$ cat src/rtl/ipi_mbx_pkg.sv
package ipi_mbx_pkg;
  localparam int CID_W  = 5;
  localparam int ADDR_W = 16;

  localparam logic [ADDR_W-1:0] EVT_OFS  = 16'h2004;
  localparam logic [ADDR_W-1:0] SEND_OFS = 16'h2008;
  localparam logic [ADDR_W-1:0] ACK_OFS  = 16'h200C;
  localparam logic [ADDR_W-1:0] MSET_OFS = 16'h2024;
  localparam logic [ADDR_W-1:0] MCLR_OFS = 16'h2028;

  localparam int OTHER_BIT = 0;
  localparam int SELF_BIT  = 31;

  localparam logic [7:0]  TYPE_DBELL = 8'd4;
  localparam logic [15:0] SUB_OTHER  = 16'd1;
  localparam logic [15:0] SUB_SELF   = 16'd2;

  typedef struct packed {
    logic raise;
    logic ack;
    logic mset;
    logic mclr;
  } slot_ctl_t;

  function automatic logic [31:0] dbell_word(input logic [15:0] sub);
    return {8'h00, TYPE_DBELL, sub};
  endfunction
endpackage

$ cat src/rtl/ipi_dbell.sv
module ipi_dbell
  import ipi_mbx_pkg::*;
(
  input  logic      clk_i,
  input  logic      rst_ni,
  input  slot_ctl_t ctl_i,
  output logic      elig_o
);
  logic pend_q, mask_q;

  always_ff @(posedge clk_i or negedge rst_ni) begin
    if (!rst_ni) begin
      pend_q <= 1'b0;
      mask_q <= 1'b1;
    end else begin
      if (ctl_i.raise)     pend_q <= 1'b1;
      else if (ctl_i.ack)  pend_q <= 1'b0;
      if (ctl_i.mset)      mask_q <= 1'b1;
      else if (ctl_i.mclr) mask_q <= 1'b0;
    end
  end

  assign elig_o = pend_q & ~mask_q;
endmodule

$ cat src/rtl/ipi_evt_sel.sv
module ipi_evt_sel
  import ipi_mbx_pkg::*;
(
  input  logic        rd_i,
  input  logic        other_i,
  input  logic        self_i,
  input  logic        ext_valid_i,
  input  logic [31:0] ext_evt_i,
  output logic [31:0] rdata_o,
  output logic        take_o,
  output logic        pick_other_o,
  output logic        pick_self_o
);
  always_comb begin
    rdata_o      = '0;
    take_o       = 1'b0;
    pick_other_o = 1'b0;
    pick_self_o  = 1'b0;
    if (rd_i) begin
      if (other_i) begin
        pick_other_o = 1'b1;
        rdata_o      = dbell_word(SUB_OTHER);
      end else if (self_i) begin
        pick_self_o = 1'b1;
        rdata_o     = dbell_word(SUB_SELF);
      end else if (ext_valid_i) begin
        take_o  = 1'b1;
        rdata_o = ext_evt_i;
      end
    end
  end
endmodule

$ cat src/rtl/ipi_mailbox.sv
module ipi_mailbox
  import ipi_mbx_pkg::*;
#(
  parameter int N_CORES = 4  // at most 30: targets sit in wdata bits 30:1
) (
  input  logic               clk_i,
  input  logic               rst_ni,
  input  logic               req_i,
  input  logic               we_i,
  input  logic [15:0]        addr_i,
  input  logic [31:0]        wdata_i,
  input  logic [4:0]         core_id_i,
  output logic [31:0]        rdata_o,
  input  logic               ext_valid_i,
  input  logic [31:0]        ext_evt_i,
  output logic               ext_take_o,
  output logic [N_CORES-1:0] irq_o
);
  localparam int unsigned NC = N_CORES;

  logic id_ok, wr, rd_evt;
  logic wr_send, wr_ack, wr_mset, wr_mclr;
  logic [N_CORES-1:0] hit, elig_oth, elig_slf;
  logic sel_oth, sel_slf, pick_oth, pick_slf;
  logic unused_wdata;

  assign id_ok   = 32'(core_id_i) < NC;
  assign wr      = req_i & we_i & id_ok;
  assign rd_evt  = req_i & ~we_i & id_ok & (addr_i == EVT_OFS);
  assign wr_send = wr & (addr_i == SEND_OFS);
  assign wr_ack  = wr & (addr_i == ACK_OFS);
  assign wr_mset = wr & (addr_i == MSET_OFS);
  assign wr_mclr = wr & (addr_i == MCLR_OFS);
  assign unused_wdata = ^wdata_i;

  for (genvar c = 0; c < N_CORES; c++) begin : g_core
    slot_ctl_t ctl_oth, ctl_slf;

    assign hit[c] = (core_id_i == CID_W'(c));

    assign ctl_oth.raise = wr_send & wdata_i[OTHER_BIT] & wdata_i[1+c];
    assign ctl_oth.ack   = wr_ack  & wdata_i[OTHER_BIT] & hit[c];
    assign ctl_oth.mset  = (wr_mset & wdata_i[OTHER_BIT] & hit[c]) | (pick_oth & hit[c]);
    assign ctl_oth.mclr  = wr_mclr & wdata_i[OTHER_BIT] & hit[c];

    assign ctl_slf.raise = wr_send & wdata_i[SELF_BIT] & hit[c];
    assign ctl_slf.ack   = wr_ack  & wdata_i[SELF_BIT] & hit[c];
    assign ctl_slf.mset  = (wr_mset & wdata_i[SELF_BIT] & hit[c]) | (pick_slf & hit[c]);
    assign ctl_slf.mclr  = wr_mclr & wdata_i[SELF_BIT] & hit[c];

    ipi_dbell u_oth (.clk_i(clk_i), .rst_ni(rst_ni), .ctl_i(ctl_oth), .elig_o(elig_oth[c]));
    ipi_dbell u_slf (.clk_i(clk_i), .rst_ni(rst_ni), .ctl_i(ctl_slf), .elig_o(elig_slf[c]));

    assign irq_o[c] = elig_oth[c] | elig_slf[c];
  end

  always_comb begin
    sel_oth = 1'b0;
    sel_slf = 1'b0;
    for (int c = 0; c < N_CORES; c++) begin
      sel_oth = sel_oth | (hit[c] & elig_oth[c]);
      sel_slf = sel_slf | (hit[c] & elig_slf[c]);
    end
  end

  ipi_evt_sel u_sel (
    .rd_i        (rd_evt),
    .other_i     (sel_oth),
    .self_i      (sel_slf),
    .ext_valid_i (ext_valid_i),
    .ext_evt_i   (ext_evt_i),
    .rdata_o     (rdata_o),
    .take_o      (ext_take_o),
    .pick_other_o(pick_oth),
    .pick_self_o (pick_slf)
  );
endmodule

$ cat config.mk
export PLATFORM = sky130hd
export DESIGN_NAME = ipi_mailbox
export DESIGN_NICKNAME = d
export VERILOG_FILES = /design/src/rtl/ipi_mbx_pkg.sv /design/src/rtl/ipi_dbell.sv /design/src/rtl/ipi_evt_sel.sv /design/src/rtl/ipi_mailbox.sv
export SDC_FILE = /design/constraint.sdc
export NUM_CORES = 1
export LEC_CHECK = 0
export BUFFER_PORTS_ARGS = -buffer_cell sky130_fd_sc_hd__buf_2
export CORE_MARGIN = 1
export CORE_UTILIZATION = 34
export CTS_CLUSTER_SIZE = 8
export DETAILED_ROUTE_END_ITERATION = 10
export PLACE_DENSITY = 0.77
export SYNTH_ARGS = -nofsm -noshare
export SYNTH_HDL_FRONTEND = slang
export SYNTH_SLANG_ARGS = --single-unit
export TNS_END_PERCENT = 100
$ cat constraint.sdc
create_clock -name clk_i -period 1.8 [get_ports clk_i]
set_input_delay 0.27 -clock clk_i [delete_from_list [all_inputs] [get_ports clk_i]]
set_output_delay 0.27 -clock clk_i [all_outputs]
set_load 0.02 [all_outputs]
==> flow_metrics.env <==
export IMPL_reg2reg_to="g_core[0].u_slf.mask_q$_DFFE_PN1P_"
export IMPL_power_leakage_nw=1.302
export IMPL_irDropWorstVdd_v=0.0005344
export IMPL_pwr_share_clk_pct=33.0
export IMPL_antenna_found_initial=0
export IMPL_syn_inst=161
export IMPL_internal_power_uw=600.2
export IMPL_violations="negative setup slack"
export IMPL_wire_per_inst_um=15.16
export IMPL_hold_viol_final=0
export IMPL_critPathLaunch="g_core[0].u_oth.mask_q$_DFFE_PN1P_"
export IMPL_remaining_drc_errors=0
export IMPL_switching_share_pct=25.15
export IMPL_max_slew_margin_pct=73.38
export IMPL_num_rows=22
export IMPL_drive_above_1_share_pct=67.65
export IMPL_r2r_setup_slack_ns=-0.32
export IMPL_synth_fp_nets=251
export IMPL_post_route_period_util_pct=126.0
export IMPL_critical_path_top_delay_family="simple AND/OR/NAND/NOR gates"
export IMPL_clkLatencyLatePin_ns=0.25
export IMPL_timing_hold_worst_class="in -> reg"
export IMPL_grt_ovfl_total=0
export IMPL_area_growth_pct=91.01
export IMPL_rsz0062_at_grt="yes"
export IMPL_dpl_hpwl_um=3629
export IMPL_design_area_sq_um=2658
export IMPL_initialDrtViolationCount=57
export IMPL_first_pass_iters=4
export IMPL_max_freq_mhz=441.0
export IMPL_design_core_area_sq_um=3799
export IMPL_holdPathStages=3
export IMPL_grt_pass1_wl_um=8342
export IMPL_layout_min_cycle_time_ns=2.267
export IMPL_finalCoreUtilization_pct=69.96
export IMPL_worst_pin_slew_ns=0.3956
export IMPL_via_per_inst=5.249
export IMPL_r2r_start="g_core[0].u_oth.mask_q$_DFFE_PN1P_"
export IMPL_reg2reg_depth=8
export IMPL_nNetsFinal=398
export IMPL_dieArea_sq_um=4352
export IMPL_ys_warn_count=0
export IMPL_first_global_vias=1821
export IMPL_cts_reportedPaths_clkPinSlew_ns=0.06
export IMPL_die_h_um=65.97
export IMPL_fin_setup_tns_ns=-16.36
export IMPL_postPlaceCellArea_sq_um=2248
export IMPL_diodes=0
export IMPL_clock_skew_ns=0.006078
export IMPL_maxCapViolCount=0
export IMPL_ys_seq_area_share_pct=29.50
export IMPL_status="complete, but fails checks"
export IMPL_gp_congestion=0.9287
export IMPL_synth_cell_types=40
export IMPL_path_class="reg -> out"
export IMPL_power_share_sequential_pct=45.0
export IMPL_cts_sinks=16
export IMPL_syn_area_per_cell_sq_um=8.642
export IMPL_critPathLaunchType="register"
export IMPL_final_antenna_net_count=0
export IMPL_path_max_fanout=8
export IMPL_cts_made_buffers=3
export IMPL_fp_dieW_um=65.97
export IMPL_grt_util_all_layers_pct=24.98
export IMPL_io_pins=127
export IMPL_cts_root_buf="clkbuf_8"
export IMPL_final_cell_mix="68 x buf_2, 39 x buf_4, 37 x buf_6"
export IMPL_critPathCapture="rdata_o[19]"
export IMPL_setup_ws_ns=-0.4674
export IMPL_cts_tree="built"
export IMPL_crit_chain="nor2b_2 > mux4_2 > nand2_4 > and4_4 > and2_4 > buf_6"
export IMPL_worst_endpoint_required_ns=1.53
export IMPL_syn_area_sq_um=1391
export IMPL_path_buf_inv=1
export IMPL_cts_path_max_buffers=2
export IMPL_start_util_pct=36.63
export IMPL_setup_viol=41
export IMPL_grt_max_degree=17
export IMPL_p_comb_share_pct=22.0
export IMPL_p_per_area_nw_per_um2=301.8
export IMPL_max_stage_delay_ns=0.53
export IMPL_crit_slowest_cell="dfstp_2"
export IMPL_cts_htree_levels=1
export IMPL_worstPathArrival_ns=2.00
export IMPL_worst_path_stages=6
export IMPL_drv_slew=0
export IMPL_port_buffers=100
export IMPL_final_common_cell="buf_2"
export IMPL_num_vias=1858
export IMPL_p_sw_uw=201.7
export IMPL_ys_seq_elements=16
export IMPL_drt_total_wl_um=5365
export IMPL_end_kind="output pin"
## logic make-up (layout without fill, tap and decap cells)
| family | Yosys count | count (layout) | share of synthesized area [%] |
|---|---|---|---|
| buffers and inverters | 11 | 153 | 4.766 |
| muxes | 5 | 5 | 4.496 |
| DFF | 16 | 16 | 29.50 |
| and+or+nand+nor | 90 | 93 | 43.17 |
| AOI/OAI and AO/OA | 39 | 39 | 18.08 |
## stage by stage
stage	total power [mW]	cells	setup slack, ns	hold WS (ns)
after floorplan	0.4043	161	-0.1625	-0.02559
after global placement	0.5256	341	-0.3314	0.1933
after detailed placement	0.5285	341	-0.3610	0.1985
after CTS	0.8035	350	-0.4798	0.2994
after global routing	0.8425	354	-0.5217	0.3391
final	0.8019	354	-0.4674	0.2998
## layout make-up
type / instances / area (sq um)
Clock buffer: 3 / 41.29
Fill cell: 288 / 1141
Inverter: 5 / 18.77
Multi-Input combinational cell: 137 / 1067
Sequential cell: 16 / 410.4
Tap cell: 48 / 60.06
Timing Repair Buffer: 145 / 1060
## power by group through the flow
stage,Sequential [mW],Clock [mW],Combinational [mW]
floorplan,0.367,0,0.0378
global placement,0.366,0,0.159
detailed placement,0.366,0,0.162
CTS,0.361,0.271,0.172
global route,0.360,0.290,0.192
finish,0.361,0.265,0.176
## worst reg2reg max path: cells and delay by family (launching register included)
family                 cells  cell delay [ns]
buffers and inverters      3             0.38
DFF                        1             0.53
AOI/OAI and AO/OA          3             0.59
and+or+nand+nor            1             0.05
muxes                      1             0.50
## cell usage after synthesis (all sizes together)
| master | count | share of area (%) |
|---|---|---|
| nor4b | 3 | 2.8 |
| o21ai | 9 | 3.2 |
| or4 | 1 | 0.54 |
| nand4 | 3 | 1.3 |
| o21bai | 4 | 2.2 |
| a211oi | 1 | 0.90 |
| nand4b | 2 | 1.3 |
| nor3b | 3 | 1.6 |
| nor4 | 3 | 2.9 |
| nand3b | 1 | 0.54 |
| a21oi | 10 | 3.6 |
| inv | 5 | 1.3 |
| a311oi | 4 | 2.5 |
| nand2b | 1 | 0.45 |
| nand3 | 8 | 2.9 |
| nand2 | 9 | 2.4 |
| o211ai | 1 | 0.54 |
| dfrtp | 8 | 14 |
| nor2b | 7 | 3.1 |
| mux4 | 1 | 1.6 |
| and3 | 3 | 1.3 |
| nor2 | 3 | 0.81 |
| buf | 5 | 3.1 |
| dfstp | 8 | 15 |
| mux2i | 4 | 2.9 |
| and3b | 2 | 1.3 |
| clkbuf | 1 | 0.27 |
| and2 | 33 | 15 |
| and4 | 3 | 2.1 |
| nor3 | 5 | 2.6 |
| a32o | 1 | 0.72 |
| o31ai | 4 | 2.2 |
| a31oi | 5 | 2.2 |
## worst min-delay path by stage
stage	slack, ns	endpoint	from
CTS	0.30	g_core[0].u_oth.pend_q$_DFFE_PN0P_	wdata_i[1]
global route	0.34	g_core[0].u_oth.pend_q$_DFFE_PN0P_	wdata_i[1]
global placement	0.19	g_core[2].u_oth.pend_q$_DFFE_PN0P_	rst_ni
finish	0.30	g_core[0].u_oth.pend_q$_DFFE_PN0P_	wdata_i[1]
detailed placement	0.20	g_core[2].u_oth.pend_q$_DFFE_PN0P_	rst_ni
floorplan	-0.03	g_core[0].u_oth.pend_q$_DFFE_PN0P_	rst_ni
## layer usage
| metal | up-vias | track usage (%) | part of all wire, % |
|---|---|---|---|
| met5 | - | 0 | 0 |
| met4 | 0 | 3.457 | 1.4 |
| met3 | 8 | 3.448 | 6.1 |
| met2 | 85 | 50.00 | 53 |
| met1 | 872 | 27.92 | 39 |
| li1 | 893 | - | - |
## state kept, by name (all words and copies together) (netlist names)
register	flops
g_core.u_slf.pend_q	4
g_core.u_oth.mask_q	4
g_core.u_oth.pend_q	4
g_core.u_slf.mask_q	4
## what timing repair did
item	in CTS	in global routing
pin swaps	20	11
resized for setup	85	11
hold buffers	1	0
cloned	3	0
endpoints found under the hold margin	8	0
buffers inserted	2	4
setup endpoints to repair	37	41
No activity file was read; power rests on OpenSTA's default activity.
